[src/rtl/vmc_pkg.sv]
package vmc_pkg;

    localparam int VOL_W   = 5;
    localparam int GAIN_W  = VOL_W + 1;
    localparam int VOL_MAX = (1 << VOL_W) - 1;

    localparam int BTN_INC  = 0;
    localparam int BTN_DEC  = 1;
    localparam int BTN_MUTE = 2;
    localparam int NUM_BTN  = 3;

    // synchroniser lane order
    localparam int LANE_BOOST = 3;
    localparam int LANE_SHUT  = 4;
    localparam int NUM_LANES  = 5;

    typedef enum logic [2:0] {
        BTN_IDLE,
        BTN_PRESS,
        BTN_HOLD,
        BTN_RPT,
        BTN_GAP
    } btn_state_t;

    typedef enum logic [1:0] {
        LVL_LOAD,
        LVL_PLAY,
        LVL_MUTED
    } lvl_state_t;

    function automatic logic [VOL_W-1:0] preset_level(input logic [1:0] sel);
        logic [VOL_W-1:0] lvl;
        unique case (sel)
            2'b00:   lvl = VOL_W'(VOL_MAX);
            2'b01:   lvl = VOL_W'(16);
            2'b10:   lvl = VOL_W'(9);
            default: lvl = '0;
        endcase
        return lvl;
    endfunction

endpackage

[src/rtl/vmc_sync.sv]
module vmc_sync #(
    parameter int                 WIDTH     = 1,
    parameter logic [WIDTH-1:0]   RESET_VAL = '0
) (
    input  logic             clk,
    input  logic             rst_n,
    input  logic [WIDTH-1:0] d_i,
    output logic [WIDTH-1:0] q_o
);

    logic [WIDTH-1:0] meta_q;
    logic [WIDTH-1:0] sync_q;

    always_ff @(posedge clk or negedge rst_n) begin
        if (!rst_n) begin
            meta_q <= RESET_VAL;
            sync_q <= RESET_VAL;
        end else begin
            meta_q <= d_i;
            sync_q <= meta_q;
        end
    end

    assign q_o = sync_q;

endmodule

[src/rtl/vmc_tick.sv]
module vmc_tick #(
    parameter int DIV = 4
) (
    input  logic clk,
    input  logic rst_n,
    output logic tick_o
);

    localparam int CW = (DIV > 1) ? $clog2(DIV) : 1;
    localparam logic [CW-1:0] LAST = CW'(DIV - 1);

    logic [CW-1:0] cnt_q;

    always_ff @(posedge clk or negedge rst_n) begin
        if (!rst_n) begin
            cnt_q <= '0;
        end else if (cnt_q == LAST) begin
            cnt_q <= '0;
        end else begin
            cnt_q <= cnt_q + 1'b1;
        end
    end

    assign tick_o = (cnt_q == LAST);

endmodule

[src/rtl/vmc_button.sv]
module vmc_button
    import vmc_pkg::*;
#(
    parameter int MIN_TICKS    = 2,
    parameter int HOLD_TICKS   = 10,
    parameter int REPEAT_TICKS = 5,
    parameter bit REPEAT_EN    = 1'b1
) (
    input  logic clk,
    input  logic rst_n,
    input  logic tick_i,
    input  logic press_i,
    output logic fire_o
);

    localparam int MAXT_A = (MIN_TICKS > HOLD_TICKS) ? MIN_TICKS : HOLD_TICKS;
    localparam int MAXT   = (MAXT_A > REPEAT_TICKS) ? MAXT_A : REPEAT_TICKS;
    localparam int CW     = $clog2(MAXT + 1);
    localparam logic [CW-1:0] MIN_LAST  = CW'(MIN_TICKS - 1);
    localparam logic [CW-1:0] HOLD_LAST = CW'(HOLD_TICKS - 1);
    localparam logic [CW-1:0] REP_LAST  = CW'(REPEAT_TICKS - 1);

    btn_state_t    state_q, state_d;
    logic [CW-1:0] cnt_q, cnt_d;

    // state register
    always_ff @(posedge clk or negedge rst_n) begin
        if (!rst_n) begin
            state_q <= BTN_IDLE;
            cnt_q   <= '0;
        end else begin
            state_q <= state_d;
            cnt_q   <= cnt_d;
        end
    end

    // next state
    always_comb begin
        state_d = state_q;
        cnt_d   = cnt_q;
        unique case (state_q)
            BTN_IDLE: begin
                if (press_i) begin
                    state_d = BTN_PRESS;
                    cnt_d   = '0;
                end
            end
            BTN_PRESS: begin
                if (!press_i) begin
                    state_d = BTN_IDLE;
                end else if (tick_i) begin
                    if (cnt_q == MIN_LAST) begin
                        state_d = BTN_HOLD;
                        cnt_d   = '0;
                    end else begin
                        cnt_d = cnt_q + 1'b1;
                    end
                end
            end
            BTN_HOLD: begin
                if (!press_i) begin
                    state_d = BTN_GAP;
                    cnt_d   = '0;
                end else if (tick_i && REPEAT_EN) begin
                    if (cnt_q == HOLD_LAST) begin
                        state_d = BTN_RPT;
                        cnt_d   = '0;
                    end else begin
                        cnt_d = cnt_q + 1'b1;
                    end
                end
            end
            BTN_RPT: begin
                if (!press_i) begin
                    state_d = BTN_GAP;
                    cnt_d   = '0;
                end else if (tick_i) begin
                    if (cnt_q == REP_LAST) begin
                        cnt_d = '0;
                    end else begin
                        cnt_d = cnt_q + 1'b1;
                    end
                end
            end
            BTN_GAP: begin
                if (press_i) begin
                    cnt_d = '0;
                end else if (tick_i) begin
                    if (cnt_q == MIN_LAST) begin
                        state_d = BTN_IDLE;
                        cnt_d   = '0;
                    end else begin
                        cnt_d = cnt_q + 1'b1;
                    end
                end
            end
            default: begin
                state_d = BTN_IDLE;
                cnt_d   = '0;
            end
        endcase
    end

    // outputs
    always_comb begin
        fire_o = 1'b0;
        if (press_i && tick_i) begin
            unique case (state_q)
                BTN_PRESS: fire_o = (cnt_q == MIN_LAST);
                BTN_HOLD:  fire_o = REPEAT_EN && (cnt_q == HOLD_LAST);
                BTN_RPT:   fire_o = (cnt_q == REP_LAST);
                default:   fire_o = 1'b0;
            endcase
        end
    end

    // a qualifying fire needs the press to have been seen on the cycle before too
    assert_qualify_R4: assert property (@(posedge clk) disable iff (!rst_n)
        (fire_o && state_q == BTN_PRESS) |-> $past(press_i));

endmodule

[src/rtl/vmc_level.sv]
module vmc_level
    import vmc_pkg::*;
(
    input  logic              clk,
    input  logic              rst_n,
    input  logic [1:0]        preset_sel,
    input  logic              inc_fire_i,
    input  logic              dec_fire_i,
    input  logic              mute_fire_i,
    input  logic              shut_i,
    input  logic              boost_n_i,
    output logic [VOL_W-1:0]  vol_o,
    output logic [GAIN_W-1:0] gain_o,
    output logic              mute_o
);

    localparam logic [VOL_W-1:0] VOL_TOP = VOL_W'(VOL_MAX);

    lvl_state_t       state_q, state_d;
    logic [VOL_W-1:0] vol_q, vol_d;

    // state register
    always_ff @(posedge clk or negedge rst_n) begin
        if (!rst_n) begin
            state_q <= LVL_LOAD;
            vol_q   <= '0;
        end else begin
            state_q <= state_d;
            vol_q   <= vol_d;
        end
    end

    // next state
    always_comb begin
        state_d = state_q;
        vol_d   = vol_q;
        unique case (state_q)
            LVL_LOAD: begin
                vol_d   = preset_level(preset_sel);
                state_d = LVL_PLAY;
            end
            LVL_PLAY: begin
                if (!shut_i) begin
                    if (mute_fire_i) begin
                        state_d = LVL_MUTED;
                    end else if (inc_fire_i && vol_q != VOL_TOP) begin
                        vol_d = vol_q + 1'b1;
                    end else if (dec_fire_i && vol_q != '0) begin
                        vol_d = vol_q - 1'b1;
                    end
                end
            end
            LVL_MUTED: begin
                if (!shut_i && mute_fire_i) begin
                    state_d = LVL_PLAY;
                end
            end
            default: state_d = LVL_LOAD;
        endcase
    end

    // outputs
    always_comb begin
        vol_o  = vol_q;
        mute_o = (state_q == LVL_MUTED);
        if (state_q != LVL_PLAY || shut_i) begin
            gain_o = '0;
        end else if (!boost_n_i) begin
            gain_o = {vol_q, 1'b0};
        end else begin
            gain_o = {1'b0, vol_q};
        end
    end

    assert_preset_load_R2: assert property (@(posedge clk) disable iff (!rst_n)
        (state_q == LVL_LOAD) |=> (vol_q == preset_level($past(preset_sel))));

    assert_mute_keeps_level_R8: assert property (@(posedge clk) disable iff (!rst_n)
        (state_q == LVL_MUTED) |=> $stable(vol_q));

    assert_shut_freezes_R10: assert property (@(posedge clk) disable iff (!rst_n)
        (shut_i && state_q != LVL_LOAD) |=> ($stable(vol_q) && $stable(state_q)));

    assert_step_size_R1: assert property (@(posedge clk) disable iff (!rst_n)
        (state_q != LVL_LOAD) |=>
            ({1'b0, vol_q} == {1'b0, $past(vol_q)} ||
             {1'b0, vol_q} == {1'b0, $past(vol_q)} + 6'd1 ||
             {1'b0, vol_q} + 6'd1 == {1'b0, $past(vol_q)}));

endmodule

[src/rtl/vol_mute_ctrl.sv]
module vol_mute_ctrl
    import vmc_pkg::*;
#(
    parameter int CLK_HZ       = 12_288_000,
    parameter int TICK_HZ      = 10_000,
    parameter int MIN_PULSE_US = 200,
    parameter int HOLD_MS      = 1000,
    parameter int REPEAT_MS    = 100
) (
    input  logic        clk,
    input  logic        rst_n,
    input  logic        vol_up_n,
    input  logic        vol_down_n,
    input  logic        mute_n,
    input  logic        boost_n,
    input  logic        shutdown,
    input  logic [1:0]  preset_sel,
    output logic [4:0]  vol_level,
    output logic [5:0]  gain_level,
    output logic        mute_led
);

    localparam int DIV_RAW    = CLK_HZ / TICK_HZ;
    localparam int TICK_DIV   = (DIV_RAW > 0) ? DIV_RAW : 1;
    localparam int MIN_RAW    = (TICK_HZ * MIN_PULSE_US) / 1_000_000;
    localparam int MIN_TICKS  = (MIN_RAW > 0) ? MIN_RAW : 1;
    localparam int HOLD_RAW   = (TICK_HZ / 1000) * HOLD_MS;
    localparam int HOLD_TICKS = (HOLD_RAW > 0) ? HOLD_RAW : 1;
    localparam int REP_RAW    = (TICK_HZ / 1000) * REPEAT_MS;
    localparam int REP_TICKS  = (REP_RAW > 0) ? REP_RAW : 1;
    localparam logic [NUM_LANES-1:0] SYNC_IDLE = NUM_LANES'(5'b01111);

    logic [NUM_LANES-1:0] raw_in, sync_in;
    logic [NUM_BTN-1:0]   press, fire;
    logic                 tick;

    assign raw_in = {shutdown, boost_n, mute_n, vol_down_n, vol_up_n};

    vmc_sync #(.WIDTH(NUM_LANES), .RESET_VAL(SYNC_IDLE)) u_sync (
        .clk   (clk),
        .rst_n (rst_n),
        .d_i   (raw_in),
        .q_o   (sync_in)
    );

    vmc_tick #(.DIV(TICK_DIV)) u_tick (
        .clk    (clk),
        .rst_n  (rst_n),
        .tick_o (tick)
    );

    // a step button counts as pressed only while the opposite one is released
    assign press[BTN_INC]  = !sync_in[BTN_INC] &&  sync_in[BTN_DEC];
    assign press[BTN_DEC]  = !sync_in[BTN_DEC] &&  sync_in[BTN_INC];
    assign press[BTN_MUTE] = !sync_in[BTN_MUTE];

    for (genvar g = 0; g < NUM_BTN; g++) begin : g_btn
        vmc_button #(
            .MIN_TICKS    (MIN_TICKS),
            .HOLD_TICKS   (HOLD_TICKS),
            .REPEAT_TICKS (REP_TICKS),
            .REPEAT_EN    (g != BTN_MUTE)
        ) u_btn (
            .clk     (clk),
            .rst_n   (rst_n),
            .tick_i  (tick),
            .press_i (press[g]),
            .fire_o  (fire[g])
        );
    end

    vmc_level u_level (
        .clk         (clk),
        .rst_n       (rst_n),
        .preset_sel  (preset_sel),
        .inc_fire_i  (fire[BTN_INC]),
        .dec_fire_i  (fire[BTN_DEC]),
        .mute_fire_i (fire[BTN_MUTE]),
        .shut_i      (sync_in[LANE_SHUT]),
        .boost_n_i   (sync_in[LANE_BOOST]),
        .vol_o       (vol_level),
        .gain_o      (gain_level),
        .mute_o      (mute_led)
    );

    assert_no_both_steps_R11: assert property (@(posedge clk) disable iff (!rst_n)
        $onehot0({fire[BTN_INC], fire[BTN_DEC]}));

    assert_mute_silent_R8: assert property (@(posedge clk) disable iff (!rst_n)
        mute_led |-> (gain_level == 6'd0));

endmodule

[config.mk]
export PLATFORM = sky130hd
export DESIGN_NAME = vol_mute_ctrl
export DESIGN_NICKNAME = d
export VERILOG_FILES = /design/src/rtl/vmc_pkg.sv /design/src/rtl/vmc_sync.sv /design/src/rtl/vmc_tick.sv /design/src/rtl/vmc_button.sv /design/src/rtl/vmc_level.sv /design/src/rtl/vol_mute_ctrl.sv
export SDC_FILE = /design/constraint.sdc
export NUM_CORES = 1
export LEC_CHECK = 0
export BUFFER_PORTS_ARGS = -buffer_cell sky130_fd_sc_hd__buf_4
export CORE_MARGIN = 1.5
export CORE_UTILIZATION = 55
export DETAILED_ROUTE_END_ITERATION = 10
export PLACE_DENSITY = 0.75
export SYNTH_ARGS = -nofsm -noshare
export SYNTH_HDL_FRONTEND = slang
export SYNTH_HIERARCHICAL = 1
export SYNTH_SLANG_ARGS = --single-unit
[constraint.sdc]
create_clock -name clk -period 3.4 [get_ports clk]
set_input_delay 0.17 -clock clk [delete_from_list [all_inputs] [get_ports clk]]
set_output_delay 0.17 -clock clk [all_outputs]
set_load 0.02 [all_outputs]
==> qor.yml <==
worstPathArrival_ns: 3.53
critPathKind: "reg2reg"
regToRegStartpoint: "g_btn[0].u_btn/cnt_q[13]$_DFFE_PN0P_"
whs_ns: -0.0285
grt_pass1_wl_um: 20900
synthCells: 627
drive_gt1_share_pct: 15.2
r2r_cells: 12
cts_tree: "done"
clkPwrFrac_pct: 30.5
final.fill_count: 797
crit_end: "u_level/vol_o[4]$_DFFE_PN0P_"
synth.avg_cell_area_um2: 8.62
routed_wl_um: 12400
skew_ns: 0.0171
yosysSeqAreaShare_pct: 36.8
hpwl_um: 8500
antenna_cells: 0
wl_per_cell_um: 16.0
synth-seq-cells: 79
cpLargestDelayFamily: "simple AND/OR/NAND/NOR gates"
grt_pass1_vias: 4523
initial_core_util_pct: 57.7
power_frac_seq_pct: 40.4
worstSetupStartpointType: "flip-flop"
max_stage_delay_ns: 0.49
cap_violations: 0
core-area_um2: 9370
grt_max_degree: 80
setup_violations: 0
hold_viol: 26
power_density_nw_per_um2: 432
vias_per_cell: 6.36
drt_iter0_markers: 315
grtUsageTotal_pct: 24.9
crit_buf_inv: 0
clockBufferDepth: 2
drtAntennaViolNets: 0
dr.pass1.iters: 5
yosys_warnings: 6
period_minus_slack_ns: 3.29
reg2reg_slack_ns: 0.11
nNetsFinal: 661
antenna_found_initial: 0
syn_nets: 647
critPathCaptureType: "flip-flop"
critical_path_depth: 12
areaGrowthSynthToFinish_pct: 10.5
synth_edf_count: 0
grt-ovfl-total: 0
timing.rr.end: "u_level/vol_o[4]$_DFFE_PN0P_"
outcome: "complete, but fails checks"
cts-htree-levels: 3
slew_violations: 0
row_count: 35
synth_mux_area_share_pct: 2.13
power_frac_comb_pct: 29.2
cp.required_ns: 3.64
sw_frac_of_total_pct: 34.1
p_leak_nw: 2.40
ir_worst_vdd_v: 0.000239
io_buffers: 20
crit_chain: "or4b_1 -> or4_4 -> o31ai_1 -> a32oi_1 -> nor2_1 -> o21ai_2 -> ha_4 -> nand2b_1 -> o2bb2ai_1 -> nand3b_1 -> a31o_1 -> a211o_1"
cp_max_fo: 7
slew_headroom_pct: 34.8
worstMarginPinSlew_ns: 0.978
ys.flop_type: "dfrtp_1"
cts_made_buffers: 9
vias: 4926
yosysUniqueCellTypes: 79
cts_root_buf: "clkbuf_8"
place_congestion: 0.950
synth_top_family_by_area: "simple AND/OR/NAND/NOR gates"
final_area_um2: 5970
crit_slowest_cell: "or4b_1"
insertion_delay_ns: 0.35
startpoint: "g_btn[0].u_btn/cnt_q[13]$_DFFE_PN0P_"
internal_power_w: 0.00170
die-area_um2: 10400
dpl-instance-area_um2: 5660
hold_path_class: "in2async"
synthArstFlopShare_pct: 100
dp_cells: 753
synth_compound_area_share_pct: 21.9
synth_xor_xnor_area_share_pct: 2.11
drc: 0
die_x_um: 102
synthAdderAreaFrac_pct: 2.69
die_h_um: 102
clock-sinks: 79
clk_pin_slew_worst_paths_ns: 0.08
io_pins: 21
final_cells: 775
netlist_area_um2: 5410
post-route-period-util_pct: 96.7
switchingPower_w: 0.000882
synth_simple_gate_area_share_pct: 28.7
clock.fmax_mhz: 304
violations: "hold timing"
[layout make-up]
cell class / instances / area (um^2) / share of cell area [%]
Timing Repair Buffer: 44 / 355 / 5.95
Clock buffer: 10 / 138 / 2.30
Sequential cell: 79 / 1990 / 33.3
Multi-Input combinational cell: 480 / 3140 / 52.5
Tap cell: 129 / 161 / 2.70
Clock inverter: 6 / 91.3 / 1.53
Inverter: 27 / 101 / 1.70
[kinds of logic (layout without fill, tap and decap cells)]
family / Yosys count / count (layout)
AOI/OAI and AO/OA: 167 / 167
DFF: 79 / 79
xor gates and xnor gates: 13 / 13
and+or+nand+nor: 278 / 278
buffers and inverters: 68 / 87
adders and majority gates: 11 / 11
muxes: 11 / 11
[power by group through the flow]
| stage | combinational, W | clock (W) | sequential [W] |
|---|---|---|---|
| after detailed placement | 0.000727 | 0 | 0.00106 |
| after CTS | 0.000737 | 0.000810 | 0.00104 |
| after global placement | 0.000718 | 0 | 0.00105 |
| final | 0.000753 | 0.000787 | 0.00104 |
| after global routing | 0.000826 | 0.000852 | 0.00105 |
| after floorplan | 0.000538 | 0 | 0.00102 |
[synth_stat cells, types with 8 or more instances]
master     instances  area (um^2)
o221ai_1          10         87.6
a21oi_1           22          110
dfstp_2            8          210
o211ai_1           9         67.6
nor3_1            26          130
o21ai_0           30          150
inv_1             26         97.6
buf_2             11         55.1
dfrtp_1           71         1780
clkbuf_1          23         86.3
o2111ai_1          9         78.8
or4_1              8         60.1
nand4_1           21          131
nor4_1            10         62.6
nand2_1           60          225
a31oi_1            8         50.1
and3_1             9         56.3
o22ai_1           10         62.6
nand3_1           31          155
nor2b_1           24          150
ha_1              10          125
xor2_1             9         78.8
nor2_1            35          131
[state kept, by name, summed over array words and instances, names as in the netlist]
register / count
g_btn.u_btn/cnt_q: 42
g_btn.u_btn/state_q: 9
u_level/state_q: 2
u_level/vol_o: 5
u_sync/meta_q: 5
u_sync/q_o: 5
u_tick/cnt_q: 11
[stage by stage]
step	utilization (%)	setup slack, ns	TNS [ns]	power, W	hold WS (ns)
floorplan	-	0.200	0	0.00156	-0.126
global placement	60.4	0.208	0	0.00177	0.279
detailed placement	60.4	0.0837	0	0.00179	0.279
CTS	63.4	0.00969	0	0.00259	0.0148
global route	63.8	-0.0486	-0.0486	0.00273	0.0734
finish	63.8	0.113	0	0.00258	-0.0285
[how the worst min path moves through the flow]
stage              from                                  end
2_1_floorplan     rst_n  g_btn[0].u_btn/cnt_q[0]$_DFFE_PN0P_
3_3_place_gp     mute_n           u_sync/meta_q[2]$_DFF_PN1_
3_5_place_dp   vol_up_n           u_sync/meta_q[0]$_DFF_PN1_
4_1_cts           rst_n  g_btn[0].u_btn/cnt_q[2]$_DFFE_PN0P_
5_1_grt           rst_n  g_btn[0].u_btn/cnt_q[2]$_DFFE_PN0P_
6_report          rst_n  g_btn[1].u_btn/cnt_q[8]$_DFFE_PN0P_
[worst register-to-register path: stages, from the launching register on]
cell and delay [ns]:
dfrtp_2 0.45, or4b_1 0.49, or4_4 0.45, o31ai_1 0.15, a32oi_1 0.17, nor2_1 0.13
o21ai_2 0.15, ha_4 0.31, nand2b_1 0.06, o2bb2ai_1 0.14, nand3b_1 0.18, a31o_1 0.23
a211o_1 0.28
[metal layers]
| layer | wire [um] | part of all wire, % | track usage [%] | up-vias |
|---|---|---|---|---|
| met5 | 0 | 0 | 0 | - |
| met4 | 140 | 1.1 | 8.96 | 0 |
| met3 | 634 | 5.1 | 4.72 | 16 |
| met2 | 5880 | 47 | 38.2 | 151 |
| met1 | 5750 | 46 | 35.3 | 2385 |
| li1 | - | - | - | 2374 |
[cells in the final DEF (no fill, tap or decap), drive strengths merged, types with 10 or more instances in the layout]
cell type,n
o21ai,38
nand4,21
nand3,32
a21oi,22
clkbuf,10
nor2,36
nor3,26
buf,39
nor4,13
inv,28
nor2b,24
ha,10
dfrtp,71
nand2,61
o221ai,10
o22ai,10
[repair_timing]
| action | in CTS | in global routing |
|---|---|---|
| hold buffers | 5 | 0 |
| resized for setup | 0 | 5 |
| setup endpoints to repair | 0 | 1 |
| setup buffers | 0 | 1 |
| endpoints found under the hold margin | 5 | 0 |
(Power assumes the default switching activity.)
